### src/rtl/conv_seq_pkg.sv
package conv_seq_pkg;
    localparam int CH_W    = 3;
    localparam int MATCH_W = 8;

    typedef struct packed {
        logic [CH_W-1:0]    chan;
        logic [MATCH_W-1:0] match;
        logic               advance;
        logic               clr_timer;
        logic               thr_sel;
    } conv_desc_t;

    localparam int DESC_W = $bits(conv_desc_t);

    typedef enum logic {
        ST_IDLE = 1'b0,
        ST_RUN  = 1'b1
    } seq_state_e;
endpackage

### src/rtl/conv_desc_table.sv
module conv_desc_table
    import conv_seq_pkg::*;
#(
    parameter int N_DESC = 8,
    localparam int IDX_W = $clog2(N_DESC)
) (
    input  logic             clk,
    input  logic             rst_n,
    input  logic             we,
    input  logic [IDX_W-1:0] widx,
    input  conv_desc_t       wdata,
    input  logic [IDX_W-1:0] ridx,
    output conv_desc_t       rdata
);
    conv_desc_t entry_q [N_DESC];

    for (genvar g = 0; g < N_DESC; g++) begin : g_entry
        always_ff @(posedge clk or negedge rst_n) begin
            if (!rst_n) begin
                entry_q[g] <= '0;
            end else if (we && (32'(widx) == g)) begin
                entry_q[g] <= wdata;
            end
        end
    end

    assign rdata = entry_q[ridx];

    // a write lands in the addressed entry on the next cycle
    a_r1_write_lands: assert property (@(posedge clk) disable iff (!rst_n)
        we && (32'(widx) < N_DESC) |=> entry_q[$past(widx)] == $past(wdata));
endmodule

### src/rtl/conv_pace_timer.sv
module conv_pace_timer
    import conv_seq_pkg::*;
(
    input  logic               clk,
    input  logic               rst_n,
    input  logic               start,
    input  logic               run,
    input  logic               fire,
    input  logic               reload,
    input  logic               stop,
    output logic [MATCH_W-1:0] cnt
);
    always_ff @(posedge clk or negedge rst_n) begin
        if (!rst_n) begin
            cnt <= '0;
        end else if (start) begin
            cnt <= MATCH_W'(1);
        end else if (stop) begin
            cnt <= '0;
        end else if (run) begin
            if (fire && reload) cnt <= MATCH_W'(1);
            else                cnt <= cnt + 1'b1;
        end
    end

    // each clock of a running sequence advances the count by one
    a_r4_tick: assert property (@(posedge clk) disable iff (!rst_n)
        run && !fire && !start |=> cnt == MATCH_W'($past(cnt) + 1'b1));

    // the clear-timer flag restarts the count after a conversion
    a_r6_reload: assert property (@(posedge clk) disable iff (!rst_n)
        run && fire && reload && !stop |=> cnt == MATCH_W'(1));

    // an accepted trigger starts the count from one
    a_r2_start_count: assert property (@(posedge clk) disable iff (!rst_n)
        start |=> cnt == MATCH_W'(1));
endmodule

### src/rtl/conv_seq_ctrl.sv
module conv_seq_ctrl
    import conv_seq_pkg::*;
#(
    parameter int N_DESC = 8,
    localparam int IDX_W = $clog2(N_DESC)
) (
    input  logic               clk,
    input  logic               rst_n,
    input  logic               start_req,
    input  conv_desc_t         desc,
    input  logic [MATCH_W-1:0] cnt,
    output logic               start,
    output logic               fire,
    output logic               stop,
    output logic [IDX_W-1:0]   idx,
    output logic               busy,
    output logic               conv_strobe,
    output logic [CH_W-1:0]    conv_chan,
    output logic               conv_thr_sel
);
    localparam logic [IDX_W-1:0] LAST = IDX_W'(N_DESC - 1);

    seq_state_e       state_q, state_d;
    logic [IDX_W-1:0] idx_q, idx_d;

    assign start = (state_q == ST_IDLE) && start_req;
    assign fire  = (state_q == ST_RUN) &&
                   ((desc.match == '0) || (cnt == desc.match));
    assign stop  = fire && !desc.advance;
    assign idx   = idx_q;
    assign busy  = (state_q == ST_RUN);

    always_comb begin
        state_d = state_q;
        idx_d   = idx_q;
        unique case (state_q)
            ST_IDLE: begin
                if (start_req) begin
                    state_d = ST_RUN;
                    idx_d   = '0;
                end
            end
            ST_RUN: begin
                if (fire) begin
                    if (desc.advance) begin
                        idx_d = (idx_q == LAST) ? '0 : idx_q + 1'b1;
                    end else begin
                        state_d = ST_IDLE;
                    end
                end
            end
            default: state_d = ST_IDLE;
        endcase
    end

    always_ff @(posedge clk or negedge rst_n) begin
        if (!rst_n) begin
            state_q <= ST_IDLE;
            idx_q   <= '0;
        end else begin
            state_q <= state_d;
            idx_q   <= idx_d;
        end
    end

    always_ff @(posedge clk or negedge rst_n) begin
        if (!rst_n) begin
            conv_strobe  <= 1'b0;
            conv_chan    <= '0;
            conv_thr_sel <= 1'b0;
        end else begin
            conv_strobe <= fire;
            if (fire) begin
                conv_chan    <= desc.chan;
                conv_thr_sel <= desc.thr_sel;
            end
        end
    end

    // a match yields a strobe carrying that descriptor's fields
    a_r8_strobe_fields: assert property (@(posedge clk) disable iff (!rst_n)
        fire |=> conv_strobe && conv_chan == $past(desc.chan)
                 && conv_thr_sel == $past(desc.thr_sel));

    // strobes only follow a running cycle
    a_r8_strobe_in_run: assert property (@(posedge clk) disable iff (!rst_n)
        conv_strobe |-> $past(state_q == ST_RUN));

    // a halting descriptor returns to idle
    a_r7_halt: assert property (@(posedge clk) disable iff (!rst_n)
        fire && !desc.advance |=> state_q == ST_IDLE);

    // advancing past the last entry wraps to entry 0
    a_r7_wrap: assert property (@(posedge clk) disable iff (!rst_n)
        fire && desc.advance && idx_q == LAST |=> idx_q == '0);

    // while running with no match, triggers change neither state nor index
    a_r10_ignore: assert property (@(posedge clk) disable iff (!rst_n)
        state_q == ST_RUN && !fire |=> state_q == ST_RUN && idx_q == $past(idx_q));
endmodule

### src/rtl/conv_sequencer.sv
module conv_sequencer
    import conv_seq_pkg::*;
#(
    parameter int N_DESC = 8,
    parameter int HW_N   = 4,
    localparam int IDX_W = $clog2(N_DESC),
    localparam int SEL_W = $clog2(HW_N)
) (
    input  logic              clk,
    input  logic              rst_n,
    input  logic              cfg_we,
    input  logic [IDX_W-1:0]  cfg_idx,
    input  logic [DESC_W-1:0] cfg_data,
    input  logic              trig_wr,
    input  logic              trig_bit,
    input  logic [HW_N-1:0]   hw_trig,
    input  logic [SEL_W-1:0]  hw_sel,
    output logic              conv_strobe,
    output logic [CH_W-1:0]   conv_chan,
    output logic              conv_thr_sel,
    output logic              busy
);
    conv_desc_t         cur_desc;
    logic [IDX_W-1:0]   cur_idx;
    logic [MATCH_W-1:0] cnt;
    logic               start, fire, stop, start_req;

    assign start_req = (trig_wr && trig_bit) || hw_trig[hw_sel];

    conv_desc_table #(.N_DESC(N_DESC)) u_table (
        .clk   (clk),
        .rst_n (rst_n),
        .we    (cfg_we),
        .widx  (cfg_idx),
        .wdata (conv_desc_t'(cfg_data)),
        .ridx  (cur_idx),
        .rdata (cur_desc)
    );

    conv_pace_timer u_timer (
        .clk    (clk),
        .rst_n  (rst_n),
        .start  (start),
        .run    (busy),
        .fire   (fire),
        .reload (cur_desc.clr_timer),
        .stop   (stop),
        .cnt    (cnt)
    );

    conv_seq_ctrl #(.N_DESC(N_DESC)) u_ctrl (
        .clk          (clk),
        .rst_n        (rst_n),
        .start_req    (start_req),
        .desc         (cur_desc),
        .cnt          (cnt),
        .start        (start),
        .fire         (fire),
        .stop         (stop),
        .idx          (cur_idx),
        .busy         (busy),
        .conv_strobe  (conv_strobe),
        .conv_chan    (conv_chan),
        .conv_thr_sel (conv_thr_sel)
    );

    // an idle block with a trigger is running on the next cycle
    a_r2_r3_start: assert property (@(posedge clk) disable iff (!rst_n)
        !busy && start_req |=> busy);
endmodule

### config.mk
export PLATFORM = sky130hd
export DESIGN_NAME = conv_sequencer
export DESIGN_NICKNAME = d
export VERILOG_FILES = /design/src/rtl/conv_seq_pkg.sv /design/src/rtl/conv_desc_table.sv /design/src/rtl/conv_pace_timer.sv /design/src/rtl/conv_seq_ctrl.sv /design/src/rtl/conv_sequencer.sv
export SDC_FILE = /design/constraint.sdc
export NUM_CORES = 1
export LEC_CHECK = 0
export BUFFER_PORTS_ARGS = -buffer_cell sky130_fd_sc_hd__buf_2
export CAP_MARGIN = 25
export CORE_ASPECT_RATIO = 0.7
export CORE_MARGIN = 2
export CORE_UTILIZATION = 25
export CTS_CLUSTER_SIZE = 20
export DETAILED_ROUTE_END_ITERATION = 16
export GPL_TIMING_DRIVEN = 0
export SYNTH_ARGS = -nofsm -noshare
export SYNTH_HDL_FRONTEND = slang
export SYNTH_SLANG_ARGS = --single-unit
### constraint.sdc
create_clock -name clk -period 2.7 [get_ports clk]
set_input_delay 0.54 -clock clk [delete_from_list [all_inputs] [get_ports clk]]
set_output_delay 0.54 -clock clk [all_outputs]
set_load 0.1 [all_outputs]
After elaboration in Yosys (flattened, before gate mapping)
Index checks and enable logic that the tools add are counted.
Operators by class
  $add $sub $neg: 2
  $mul: 0
  divide/modulo/power cells: 0
  magnitude comparators: 2
  eq/ne operators: 12
  shifts and indexed selects: 0
  mux-type cells: 18
  bitwise operators: 2
  reduce and logical (&&, ||, !) cells: 20
Operators by type and width (count)
  binary-select mux 14 bit (select 3 bit): 1
  two-way mux 8 bit: 4
  two-way mux 14 bit: 2
  equality test 3 bit (second input constant): 5
  logical AND 1 bit: 13
  two-way mux 3 bit: 4
  adder 8 x 1 -> 8 bit (second input constant): 1
  equality test 8 bit: 1
  logical NOT 8 bit: 1
  equality test 3 x 2 -> 1 bit (second input constant): 2
  != test 2 x 1 -> 1 bit (second input constant): 3
  case mux 3 bit (2 select lines): 1
  >= comparator 4 bit (second input constant): 1
  two-way mux 1 bit: 4
  NOT 3 -> 4 bit: 1
  adder 3 x 1 -> 3 bit (second input constant): 1
  equality test 3 x 1 -> 1 bit (second input constant): 1
  logical NOT 3 bit: 1
  < comparator 2 x 3 -> 1 bit (second input constant): 1
  AND reduction 3 bit: 1
  nonzero test 3 bit: 1
  binary-select mux 1 bit (select 2 bit): 1
  logical OR 1 bit: 2
  case mux 1 bit (2 select lines): 1
  2 further kinds: 2
Word-level totals
  bits in registers: 129
  bits in latches: 0
  bits in writable memories: 0
  memory bits (read-only): 0
  input port bits: 28
  output and inout port bits: 6
  word-level logic and storage cells: 102
  memories kept: 0

Depth between registers and ports, before layout
  depth in word-level cells: 12
  gate-level depth with buffers: 10
  depth with buffers taken out: 7

By module
A second synthesis with hierarchy kept.
Second synthesis, totals
  cells, all modules: 386
  area total of the unflattened synthesis: 6143.4 sq um
Modules (own cells, without submodules)
  conv_desc_table: instances 1, cells each 292, area each 5154.9 sq um, seq. area each 2802.7 sq um
  conv_seq_ctrl: instances 1, cells each 50, area each 546.8 sq um, seq. area each 225.2 sq um
  conv_pace_timer: instances 1, cells each 42, area each 411.6 sq um, seq. area each 200.2 sq um
  conv_sequencer: instances 1, cells each 2, area each 30.0 sq um, seq. area each 0.0 sq um

Worst setup path before layout
OpenSTA, ideal clock, no wires.
  path type: reg2reg
  start: register u_ctrl.idx_q[2], in the netlist u_ctrl.idx[2]
  end: register u_ctrl.idx_q[0], in the netlist u_ctrl.idx[0]
  setup time: 140 ps
  arrival time: 2655 ps
  required time: 2560 ps
  slack: -95 ps
  stages on the path, launching flop included: 10
  path buffers: 2
  clock period less this slack: 2795 ps
  path through: dfrtp_1 buf_1 mux4_2 mux2i_4 xor2_1 o2111ai_1 or4b_4 buf_6 a2111oi_0 a211oi_1
Between the ends
  cells in the longest elaborated chain, start to end: 9
  elaborated cells between the ends (all ways): 16
  those cells by class: 4 x eq/ne; 7 x mux; 1 x bitwise; 4 x reduce/logical
RTL lines
  start, declared: RTL line conv_seq_ctrl.sv:24  | logic [IDX_W-1:0] idx_q, idx_d;
  start signal, assigned: RTL line conv_seq_ctrl.sv:62  | idx_q <= idx_d;
  NOT 3 -> 4 bit (implied by the code): RTL line conv_desc_table.sv:27  | assign rdata = entry_q[ridx];
  binary-select mux 14 bit (select 3 bit): RTL line conv_desc_table.sv:27
  two-way mux 14 bit (implied by the code) (2 in series): RTL line conv_desc_table.sv:27
  equality test 8 bit / logical NOT 8 bit (equally long branches): RTL line conv_seq_ctrl.sv:28  | ((desc.match == '0) || (cnt == desc.match));
  logical OR 1 bit: RTL line conv_seq_ctrl.sv:28
  logical AND 1 bit: RTL line conv_seq_ctrl.sv:27  | assign fire = (state_q == ST_RUN) &&
  != test 2 x 1 -> 1 bit (no source line)
  AND reduction 3 bit (no source line)
Several ways; a longest one is shown, not always the timed one. The select of a mux whose other input is x is not followed.
A chain may end at the register's enable or synchronous reset.

Final worst setup path
  start: register u_ctrl.idx_q[0], in the netlist u_ctrl.idx[0]
  end: register u_ctrl.conv_thr_sel
Between the ends
  cells in the longest elaborated chain, start to end: 7
  elaborated cells between the ends (all ways): 8
  those cells by class: 1 x eq/ne; 3 x mux; 1 x bitwise; 3 x reduce/logical
RTL lines
  NOT 3 -> 4 bit (implied by the code) (*): RTL line conv_desc_table.sv:27
  binary-select mux 14 bit (select 3 bit) (*): RTL line conv_desc_table.sv:27
  two-way mux 14 bit (implied by the code) (*) (2 in series): RTL line conv_desc_table.sv:27
  equality test 8 bit / logical NOT 8 bit (equally long branches): RTL line conv_seq_ctrl.sv:28
  logical OR 1 bit (*): RTL line conv_seq_ctrl.sv:28
  logical AND 1 bit (*): RTL line conv_seq_ctrl.sv:27
  via fire: RTL line conv_sequencer.sv:26  | logic start, fire, stop, start_req;
  end signal, assigned: RTL line conv_seq_ctrl.sv:75  | conv_thr_sel <= desc.thr_sel;
  end, declared: RTL line conv_seq_ctrl.sv:19  | output logic conv_thr_sel
Mark *: on every way through the listed nets, which the timed path passes. The rest lies on a longest branch. The select of a mux whose other input is x is not followed.

==> summary.md <==
• RSZ-0062 raised after global routing: yes
• leading post-synthesis cells by instance count: sky130_fd_sc_hd__mux2_2, sky130_fd_sc_hd__dfrtp_1, sky130_fd_sc_hd__nand2_1
• worst rel slew slack: 32.8%
• Synth area leader: sky130_fd_sc_hd__dfrtp_1
• worst slack at placement: -626 ps
• final-report setup violation count: 16
• Max Buffers Root-to-Sink: 2
• Cells after DPL: 802
• violation count after the first detailed-route iteration: 201
• CTS tree: yes
• post-synthesis instance total: 442
• H-tree Lvls: 4
• core region area: 24400 sq um
• Slew Limit Fails: 0
• Area contributors post-synth: sky130_fd_sc_hd__dfrtp_1, sky130_fd_sc_hd__mux2_2, sky130_fd_sc_hd__mux4_2
• required time of the worst setup path: 3010 ps
• NumNets Final: 535
• most used flip-flop cell after synthesis: sky130_fd_sc_hd__dfrtp_1
• number of buffer cells added on primary ports: 33
• Max Clock Skew: 7.04 ps
• Warnings, synthesis: 0
• worst hold margin: 8.31 ps
• sum of overflow across all layers after global routing: 0
• row count: 48
• via count normalized by instance count: 4.73
• flip-flop and latch count after synthesis: 129
• Critical-path top delay cell: sky130_fd_sc_hd__or4b_4
• Leak Pwr: 0.00312 uW
• area share of the largest cell type after synthesis: 52.4%
• critical path cell sequence: buf_6 > buf_12 > mux4_2 > mux2i_4 > xor2_1 > o2111ai_1 > or4b_4 > a21oi_4 > buf_12 > mux2_4
• run status: complete, but fails checks
• DRT antenna net count: 0
• largest incremental delay on the critical path: 580 ps
• clock latency on the worst-skew pair: 420 ps
• count of flip-flops with a built-in enable after synthesis: 0
• maximum vdd drop: 0.801 mV
• total length of routed wires: 14900 microns
• endpoint kind of the worst setup timing path: register
• number of antenna violations at the first check in global routing: 1
• number of buffers created by CTS: 17
• Power Density: 1020 nW/um^2
• Maximum Capacitance Violations: 0
• sum of net half-perimeters after detailed placement: 9780 microns
• weighted congestion reported at the end of routability-driven placement: 0.751
• maximum net fanout on the critical path: 6
• classification of the worst setup path: reg2reg
• TritonRoute pass-1 iters: 4
• number of filler cells placed in the layout: 2394
• average wire length per cell after detail routing: 17.7 microns
• TritonCTS Sinks: 129
• share of final-layout standard cells stronger than drive strength 1: 51.3%
• wire length of the first global-routing pass: 23800 microns
• Worst setup SP type: register
• syn avg cell area: 13.9 sq um
• gr usage total: 12.1%
• transition at the pin with the smallest max-transition slack: 1010 ps
• final non-filler cell area: 7600 sq um
• maximum number of pins on one net before global-route repair: 97
• most instantiated library cell after synthesis: sky130_fd_sc_hd__mux2_2
• effective utilization at floorplan: 25.2%
• post-synthesis cell type count: 45
• post-synthesis instance area: 6160 sq um
• final hold violations: 0
• maximum achievable frequency: 337 MHz
• diode insertion count for antenna repair: 0
• cell at the root of the clock tree: sky130_fd_sc_hd__clkbuf_16
• vertical extent of the die: 135 microns
• class of the tightest hold or removal check: in2async
• fraction of the cycle the final worst path needs: 110%
• violated checks: setup timing
• portion of the post-synthesis area used by sequential elements: 52.4%
• shortest clock period the worst path allows after layout: 2970 ps
• via count: 3983
• number of cells in the finished layout apart from fillers: 842
• vias in the first global route: 4045
• x dimension of the die: 192 microns
• count of boundary I/O pins: 34
• Synthesized Nets: 473
• clock-pin slew reported for the worst setup and hold paths after clock tree synthesis: 60 ps
• data arrival at the endpoint of the critical path: 3270 ps
• final setup slack of the worst path: -267 ps
• placed instance area: 6820 sq um
• share of flip-flops with an asynchronous set or reset after synthesis: 100%
• Area growth, synth to finish: 23.4%
• full die area: 25900 sq um
• Residual DRC: 0
• cell type with the highest occurrence count on the critical path: sky130_fd_sc_hd__buf_12
-- where the power goes --
part,internal (uW),switching (uW)
clock,1380,974
combinational,1300,1370
sequential,2410,304
-- area by class of cell --
cell class / instances / area, sq um / share of cell area (%)
buffer: 20 / 126 / 1.66
clock buffer: 17 / 425 / 5.60
clock inverter: 15 / 169 / 2.22
inverter: 6 / 22.5 / 0.296
multi-input combinational: 287 / 2930 / 38.5
sequential: 129 / 3230 / 42.5
tap: 325 / 407 / 5.35
timing repair buffer: 43 / 293 / 3.85
-- metrics by stage --
step / power [uW] / utilization [%] / setup TNS, ps
2_1_floorplan: 4550 / - / -286
3_3_place_gp: 5100 / 27.7 / -109960
3_5_place_dp: 5170 / 27.9 / -12170
4_1_cts: 7690 / 30.9 / -3510
5_1_grt: 8150 / 31.1 / -4860
6_report: 7730 / 31.1 / -3500
-- worst max-delay path: cells and delay by family (launching register included) --
| kind | cells | cell delay, ps |
|---|---|---|
| mux | 3 | 1040 |
| simple gates | 1 | 580 |
| buf+inv | 3 | 410 |
| flops | 1 | 370 |
| compound gates | 2 | 290 |
| xor+xnor | 1 | 170 |
-- final timing paths --
kind                                       endpoint  slack (ps)           startpoint  depth (start not counted)
worst min-delay path            u_table.entry_q[47]           8                rst_n                          1
worst max register to register  u_ctrl.conv_thr_sel        -270        u_ctrl.idx[0]                         10
worst min register to register  u_table.entry_q[27]         500  u_table.entry_q[27]                          1
min in group clk                u_table.entry_q[67]         460         cfg_data[11]                          2
worst max-delay path            u_ctrl.conv_thr_sel        -270        u_ctrl.idx[0]                         10
max in group asynchronous             u_ctrl.idx[2]        1880                rst_n                          2
-- routing by layer --
metal	vias up	track usage, %	wire length [microns]
li1	1792	-	-
met1	2121	18.2	7790
met2	51	17.2	6470
met3	17	2.64	442
met4	2	3.72	171
met5	-	0	7
-- cells by family (layout without fill, tap and decap cells) --
group	count (synthesis)	count (layout)	share of synthesized area, %
fa+ha+maj	3	3	0.610
flops	129	129	52.4
buf+inv	26	101	2.07
simple gates	62	62	5.40
xor+xnor	5	5	0.711
mux	165	165	33.2
compound gates	52	52	5.57
-- state kept, by name, indices dropped and copies added, names as in the netlist --
register and flops:
u_ctrl.conv_thr_sel 1, u_ctrl.idx 3, u_ctrl.conv_chan 3, u_ctrl.conv_strobe 1, u_ctrl.busy 1, u_table.entry_q 112, u_timer.cnt 8
-- placed cells by master, fill, tap and decap left out, types with 6 or more instances in the layout --
| cell type | instances |
|---|---|
| sky130_fd_sc_hd__o21ai_0 | 10 |
| sky130_fd_sc_hd__buf_4 | 7 |
| sky130_fd_sc_hd__dfrtp_1 | 128 |
| sky130_fd_sc_hd__buf_2 | 34 |
| sky130_fd_sc_hd__nor2_1 | 8 |
| sky130_fd_sc_hd__clkbuf_1 | 10 |
| sky130_fd_sc_hd__inv_1 | 6 |
| sky130_fd_sc_hd__clkbuf_16 | 17 |
| sky130_fd_sc_hd__o22ai_1 | 12 |
| sky130_fd_sc_hd__mux2_2 | 141 |
| sky130_fd_sc_hd__inv_6 | 7 |
| sky130_fd_sc_hd__mux4_2 | 16 |
| sky130_fd_sc_hd__nand2_1 | 17 |
-- what timing repair did --
action	CTS	global route
pin swaps	9	4
hold endpoints to repair	0	0
gates resized for setup	18	12
setup buffers	6	2
endpoints found under the setup margin	17	17
hold buffers	0	0
(Power assumes the default switching activity.)
